**src/rtl/dl_pkg.sv**
```systemverilog
package dl_pkg;
  typedef enum logic [1:0] {
    CODE_LOW   = 2'b01,
    CODE_HIGH  = 2'b10,
    CODE_FAULT = 2'b11
  } outcode_e;

  typedef enum logic [1:0] {
    PH_BOOT  = 2'd0,
    PH_RUN   = 2'd1,
    PH_FAULT = 2'd2
  } phase_e;

  // strobes from control to datapath
  typedef struct packed {
    logic runEn;
  } ctrl_s;
endpackage

```
**src/rtl/dl_datapath.sv**
```systemverilog
module dl_datapath
  import dl_pkg::*;
#(
  parameter int FIELD_W = 16,
  parameter int OP_LO   = 220,
  parameter int OP_MID  = 500,
  parameter int OP_HI   = 1500
) (
  input  logic                      clk,
  input  logic                      rstN,
  input  ctrl_s                     ctrl,
  input  logic                      sampleValid,
  input  logic signed [FIELD_W-1:0] sampleField,
  input  logic [1:0]                thrSel,
  input  logic                      invertPol,
  output logic [1:0]                outCode
);
  localparam int EXT_W = FIELD_W + 1;
  localparam logic signed [EXT_W-1:0] OP_LO_V  = EXT_W'(OP_LO);
  localparam logic signed [EXT_W-1:0] OP_MID_V = EXT_W'(OP_MID);
  localparam logic signed [EXT_W-1:0] OP_HI_V  = EXT_W'(OP_HI);

  logic signed [EXT_W-1:0] opPos;
  logic signed [EXT_W-1:0] opNeg;
  logic signed [EXT_W-1:0] fieldExt;
  logic aboveOp;
  logic belowRel;
  logic latchOn;

  always_comb begin
    case (thrSel)
      2'd0:    opPos = OP_LO_V;
      2'd1:    opPos = OP_MID_V;
      default: opPos = OP_HI_V;
    endcase
    opNeg    = -opPos;
    fieldExt = {sampleField[FIELD_W-1], sampleField};
    aboveOp  = fieldExt > opPos;
    belowRel = fieldExt < opNeg;
  end

  always_ff @(posedge clk or negedge rstN) begin
    if (!rstN) begin
      latchOn <= 1'b0;
    end else if (sampleValid) begin
      if (aboveOp) begin
        latchOn <= 1'b1;
      end else if (belowRel) begin
        latchOn <= 1'b0;
      end
    end
  end

  always_comb begin
    if (!ctrl.runEn) begin
      outCode = CODE_FAULT;
    end else if (latchOn ^ invertPol) begin
      outCode = CODE_LOW;
    end else begin
      outCode = CODE_HIGH;
    end
  end
endmodule

```
**src/rtl/dl_control.sv**
```systemverilog
module dl_control
  import dl_pkg::*;
#(
  parameter int NFLAG        = 4,
  parameter int POR_CYCLES   = 7500,
  parameter int RETRY_CYCLES = 100000
) (
  input  logic             clk,
  input  logic             rstN,
  input  logic [NFLAG-1:0] faultFlags,
  output ctrl_s            ctrl
);
  localparam int MAX_CNT = (POR_CYCLES > RETRY_CYCLES) ? POR_CYCLES : RETRY_CYCLES;
  localparam int CNT_W   = $clog2(MAX_CNT + 1);
  localparam logic [CNT_W-1:0] POR_LAST   = CNT_W'(POR_CYCLES - 1);
  localparam logic [CNT_W-1:0] RETRY_LAST = CNT_W'(RETRY_CYCLES - 1);

  phase_e phase;
  logic [CNT_W-1:0] cnt;
  logic anyFault;

  assign anyFault = |faultFlags;

  always_ff @(posedge clk or negedge rstN) begin
    if (!rstN) begin
      phase <= PH_BOOT;
      cnt   <= '0;
    end else begin
      case (phase)
        PH_BOOT: begin
          if (cnt == POR_LAST) begin
            cnt   <= '0;
            phase <= anyFault ? PH_FAULT : PH_RUN;
          end else begin
            cnt <= cnt + 1'b1;
          end
        end
        PH_RUN: begin
          cnt <= '0;
          if (anyFault) begin
            phase <= PH_FAULT;
          end
        end
        PH_FAULT: begin
          if (cnt == RETRY_LAST) begin
            cnt <= '0;
            if (!anyFault) begin
              phase <= PH_RUN;
            end
          end else begin
            cnt <= cnt + 1'b1;
          end
        end
        default: begin
          phase <= PH_FAULT;
          cnt   <= '0;
        end
      endcase
    end
  end

  always_comb begin
    ctrl.runEn = (phase == PH_RUN);
  end
endmodule

```
**src/rtl/diag_latch_out.sv**
```systemverilog
module diag_latch_out
  import dl_pkg::*;
#(
  parameter int FIELD_W      = 16,
  parameter int NFLAG        = 4,
  parameter int POR_CYCLES   = 7500,
  parameter int RETRY_CYCLES = 100000,
  parameter int OP_LO        = 220,
  parameter int OP_MID       = 500,
  parameter int OP_HI        = 1500
) (
  input  logic                      clk,
  input  logic                      rstN,
  input  logic                      sampleValid,
  input  logic signed [FIELD_W-1:0] sampleField,
  input  logic [NFLAG-1:0]          faultFlags,
  input  logic [1:0]                thrSel,
  input  logic                      invertPol,
  output logic [1:0]                outCode
);
  ctrl_s ctrl;

  dl_control #(
    .NFLAG(NFLAG),
    .POR_CYCLES(POR_CYCLES),
    .RETRY_CYCLES(RETRY_CYCLES)
  ) u_ctrl (
    .clk(clk),
    .rstN(rstN),
    .faultFlags(faultFlags),
    .ctrl(ctrl)
  );

  dl_datapath #(
    .FIELD_W(FIELD_W),
    .OP_LO(OP_LO),
    .OP_MID(OP_MID),
    .OP_HI(OP_HI)
  ) u_dp (
    .clk(clk),
    .rstN(rstN),
    .ctrl(ctrl),
    .sampleValid(sampleValid),
    .sampleField(sampleField),
    .thrSel(thrSel),
    .invertPol(invertPol),
    .outCode(outCode)
  );
endmodule

```
**config.mk**
```make
export PLATFORM = sky130hd
export DESIGN_NAME = diag_latch_out
export DESIGN_NICKNAME = d
export VERILOG_FILES = /design/src/rtl/dl_pkg.sv /design/src/rtl/dl_datapath.sv /design/src/rtl/dl_control.sv /design/src/rtl/diag_latch_out.sv
export SDC_FILE = /design/constraint.sdc
export NUM_CORES = 1
export LEC_CHECK = 0
export CORE_MARGIN = 5
export CORE_UTILIZATION = 33
export DETAILED_ROUTE_END_ITERATION = 8
export PLACE_DENSITY = 0.65
export RECOVER_POWER = 25
export SETUP_SLACK_MARGIN = 0.5
export SLEW_MARGIN = 30
export SYNTH_ARGS = -nofsm -noshare
export SYNTH_HDL_FRONTEND = slang
export SYNTH_SLANG_ARGS = --single-unit
```
**constraint.sdc**
```tcl
create_clock -name clk -period 3.15 [get_ports clk]
set_clock_uncertainty 0.05 [all_clocks]
set_input_delay 0.7875 -clock clk [delete_from_list [all_inputs] [get_ports clk]]
set_output_delay 0.7875 -clock clk [all_outputs]
set_load 0.05 [all_outputs]
```
# Word level (Yosys, flattened, before mapping)
# Cells that the tools add are included.
# totals
ff_bits	20
input_bits	26
elab_cells	37
# op_classes
n_addsub	2
magnitude_cmp	2
n_eq_ne	9
muxes	14
bitwise_logic	1
n_reduce_logical	6
# op_table
operator	count
2-to-1 mux 17 bit	2
case mux 17 bit (2 select lines)	1
case mux 11 bit (2 select lines)	1
adder 17 x 1 -> 17 bit, second input constant	1
equality test 17 x 13 -> 1 bit, second input constant	1
equality test 17 bit, second input constant	1
less-than comparator 16 x 17 -> 1 bit	1
negator 11 -> 17 bit	1
greater-than comparator 16 x 12 -> 1 bit	1
2-to-1 mux 2 bit	7
case mux 2 bit (3 select lines)	1
equality test 2 x 1 -> 1 bit, second input constant	2
logical NOT 2 bit	2
inequality test 2 x 1 -> 1 bit, second input constant	2
inequality test 2 bit, second input constant	2
AND reduction 4 bit	1
OR reduction 4 bit	1
equality test 2 bit, second input constant	1
2-to-1 mux 1 bit	2
AND reduction 2 bit	1
nonzero test 2 bit	1
XOR 1 bit	1

# Logic depth before layout (Yosys ltp)
# depth
word_depth	6
ltp_mapped	9
depth_no_buf	9

# By module
# From an unflattened synthesis, not the netlist that was laid out.
# unflattened
hier_cells	149
area_unflattened_um2	1425.1
# modules_own_cells
module	n_inst	cells_each	area_each_um2	seq_area_each_um2
dl_control	1	104	1063.5	475.5
dl_datapath	1	45	361.6	25.0

# Worst setup path after synthesis
# Ideal clock, no wire load.
# synth_path
path_kind	input -> output
start	input invertPol
end	output outCode[1]
arrival_time_ps	1426
required_time_ps	2312
path_slack_ps	887
path_stages	2
path_cell_list	xnor2_1 or3_1
# synth_via
elab_chain_len	3
# synth_rtl
element	line	rtl
start, declared	diag_latch_out.sv:18	input logic invertPol,
XOR 1 bit	dl_datapath.sv:57	end else if (latchOn ^ invertPol) begin
2-to-1 mux 2 bit	dl_datapath.sv:57	
2-to-1 mux 2 bit	dl_datapath.sv:55	if (!ctrl.runEn) begin
end, declared	diag_latch_out.sv:19	output logic [1:0] outCode
# Every way passes these cells.

# Final worst setup path
# layout_path
start	input thrSel[1]
end	register u_dp.latchOn
# layout_via
elab_chain_len	6
word_cells_on_any_way	9
# layout_rtl
element	line	rtl
start, declared	diag_latch_out.sv:17	input logic [1:0] thrSel,
equality test 2 x 1 -> 1 bit / logical NOT 2 bit (equally long branches)	dl_datapath.sv:31	case (thrSel)
case mux 11 bit (2 select lines) (*)	dl_datapath.sv:31	
negator 11 -> 17 bit	dl_datapath.sv:36	opNeg = -opPos;
less-than comparator 16 x 17 -> 1 bit	dl_datapath.sv:39	belowRel = fieldExt < opNeg;
nonzero test 2 bit (no source line)	-	
AND reduction 2 bit (no source line)	-	
end signal, assigned	dl_datapath.sv:44	latchOn <= 1'b0;
end signal, assigned	dl_datapath.sv:47	latchOn <= 1'b1;
end signal, assigned	dl_datapath.sv:49	latchOn <= 1'b0;
end, declared	dl_datapath.sv:28	logic latchOn;
# Mark *: on every way between the ends. The rest lies on a longest branch, timed or not.
# A chain may end at the register's enable or synchronous reset.

==> run summary <==
Die Ht = 73.2 um
Clk sinks = 20
Max-slew violation count = 0
Post-layout minimum cycle time = 2.55 ns
Setup crit end kind = flop
R2R cell count = 6
Area grow syn2layout = 28.0%
Crit Path Class = primary input to flop
Aggregate global routing overflow = 0
Seq/Total Area, Yosys = 0.380
Rel. slew slack = 0.268
Fraction of layout cells with a size suffix above 1 = 0.0710
Crit path max fanout = 3
Fin Setup TNS = 0 ns
Tcrit/Tclk final = 0.810
Post-Layout Inst Area = 1690 um^2
Top delay family on crit path = simple AND/OR/NAND/NOR gates
Worst-path cell chain = clkdlybuf4s50_1, or2_2, ha_1, nor4b_1, a221oi_2, o2111ai_1, nand2_1, o41ai_1
Hpwl dp = 2410 um
Die area = 5360 um^2
Wire per inst = 13.5 um
Number of DRC markers in iteration 0 = 95
Vias = 1138
Clock Pin Slew Worst Setup and Hold Paths = 0.07 ns
Max Buffers Root-to-Sink = 2
RSZ-0062 raised after global routing = false
# nets final = 208
Tot GR Track Use = 0.122
Routed vias/inst = 5.20
VDD IR-drop max = 0.119 mV
Crit path launch type = primary input
I/O Pins = 28
PwrDens = 291 nW/um^2
Largest net degree at the start of global routing = 21
Port Buffers = 27
Status = complete, no violations
Inserted Clock Buffers = 3
Htree depth = 1
Maximum clock rate = 392 MHz
Drc violations = 0
Final GP Congestion = 0.866
Fillers = 388
TritonCTS clock tree = built
Synthesized Nets = 178
Antenna violations before repair = 0
Total Wirelength = 2960 um
Yosys cell types = 36
Vias in the first global route = 1202
Die span in x = 73.2 um
Crit path required time = 3.25 ns
Core area = 3940 um^2
Placed Area = 1640 um^2
Yosys reg bits = 20
Clk_lat worst skew = 0.26 ns
Yosys warnings = 0
Max cap viols = 0
Critical path arrival = 2.65 ns
First-pass GRT wire length = 5210 um
Rows = 23
Crit-path max cell delay = 0.44 ns
CP bufs+invs = 1
Clock root cell = clkbuf_8
Static Leak = 0.724 nW
Cells after Synth = 141
Final hold vios = 0
Antenna Cells = 0
1st-pass router iterations = 4
Worst path slowest cell = clkdlybuf4s50_1
Post-Synthesis Cell Area = 1320 um^2
Worst path depth = 8
Post-CTS Repair Setup Buffers = 0
Final setup fails = 0
Starting Density = 0.334
Worst slew pin tran = 1.10 ns
Mapped Avg Cell Area = 9.34 um^2
Cell depth of the worst min-delay path = 1
Number of routed nets with antenna violations = 0
Worst hold-check path type = flop to flop
==> report_power, final <==
group | total, mW | internal, mW | switching, mW
clock | 0.163 | 0.0851 | 0.0779
sequential | 0.260 | 0.258 | 0.00124
combinational | 0.0689 | 0.0404 | 0.0285
total | 0.491 | 0.384 | 0.108
==> synthesized netlist by cell type, drive strengths merged <==
master	number	area share
a211o	1	0.0066
nor4b	3	0.025
a31oi	2	0.021
nor2	25	0.071
nor2b	2	0.0095
or3	3	0.018
dfrtp	20	0.38
clkbuf	1	0.0028
nand2	10	0.028
nand3b	3	0.017
a21oi	1	0.0038
xor2	8	0.053
o21ai	2	0.0076
and4	2	0.013
o2111ai	1	0.0066
and4bb	1	0.0095
nor4	2	0.0095
nand2b	1	0.0048
nand4	4	0.019
or4	1	0.0057
nand3	9	0.034
or2	1	0.0048
o41ai	2	0.013
nor3	3	0.015
nand4b	1	0.0066
inv	7	0.020
and3	3	0.014
o31a	1	0.0066
ha	11	0.10
buf	1	0.0085
xnor2	8	0.053
a221oi	1	0.0066
==> final cells by class <==
cell class	instances	area [um^2]	area share
tap	50	62.6	0.0371
timing repair buffer	27	274	0.162
multi-input combinational	112	782	0.464
sequential	20	500	0.297
clock buffer	3	41.3	0.0245
inverter	7	26.3	0.0156
==> state kept, by name, summed over array words and instances (netlist names) <==
signal	flops
u_ctrl.cnt	17
u_ctrl.phase	2
u_dp.latchOn	1
==> worst register-to-register path: cells and delay by family, from the launching register on <==
family                   cells  cell delay (ns)
AO/OA/AOI/OAI                2             0.79
adder cells (fa/ha/maj)      1             0.25
flip-flops                   1             0.39
AND/OR/NAND/NOR              3             0.47
==> final timing paths <==
| path | startpoint | end | slack [ns] |
|---|---|---|---|
| setup / recovery | thrSel[1] | u_dp.latchOn | 0.60 |
| setup reg to reg | u_ctrl.cnt[0] | u_ctrl.cnt[14] | 1.06 |
| max in group asynchronous | rstN | u_ctrl.cnt[13] | 1.72 |
| min in group asynchronous | rstN | u_ctrl.cnt[6] | 0.66 |
| hold / removal | u_ctrl.cnt[0] | u_ctrl.cnt[0] | 0.44 |
| hold reg to reg | u_ctrl.cnt[0] | u_ctrl.cnt[0] | 0.44 |
==> cells in the final DEF (no fill, tap or decap), types with 2 or more instances in the layout <==
master	synthesis	final
nand3b_1	3	3
nor2_1	25	25
o21ai_0	2	2
clkbuf_8	0	3
o41ai_1	2	2
and4_1	2	2
nor3_1	2	2
xnor2_1	8	8
nor2b_1	2	2
ha_1	11	11
nor4_1	2	2
xor2_1	8	8
or3_1	2	2
nand3_1	9	9
inv_1	7	7
dfrtp_1	20	20
nand2_1	10	10
and3_1	3	3
nand4_1	4	4
nor4b_1	2	2
clkdlybuf4s50_1	0	23
==> layer usage <==
metal | up-vias | share of wire | GRT usage
met4 | 0 | 0.0091 | 0.0328
met3 | 4 | 0.065 | 0.0399
met5 | - | 0 | 0
li1 | 555 | - | -
met1 | 540 | 0.43 | 0.136
met2 | 39 | 0.49 | 0.220
==> timing repair <==
item / CTS / global route
pin swaps: 2 / 0
gates resized for setup: 2 / 1
hold buffers: 0 / 0
setup endpoints to repair: 1 / 1
==> per-stage QoR <==
stage                     utilization  worst slack [ns]  hold slack [ns]  instances  total power, mW
after floorplan                     -             0.887            0.400        141            0.286
after global placement          0.417             0.395            0.423        216            0.329
after detailed placement        0.417             0.330            0.436        216            0.334
after CTS                       0.428             0.602            0.445        219            0.496
after global routing            0.428             0.464            0.462        219            0.514
final                           0.428             0.599            0.445        219            0.491
==> cell families (layout without fill, tap and decap cells) <==
group           count (synthesis)  count (layout)  synth area share
simple gates                   74              74             0.306
flops                          20              20             0.380
xor+xnor                       16              16             0.106
fa+ha+maj                      11              11             0.104
compound gates                 11              11            0.0722
buf+inv                         9              37            0.0313
Note: power is estimated with default switching activity, not from simulation.
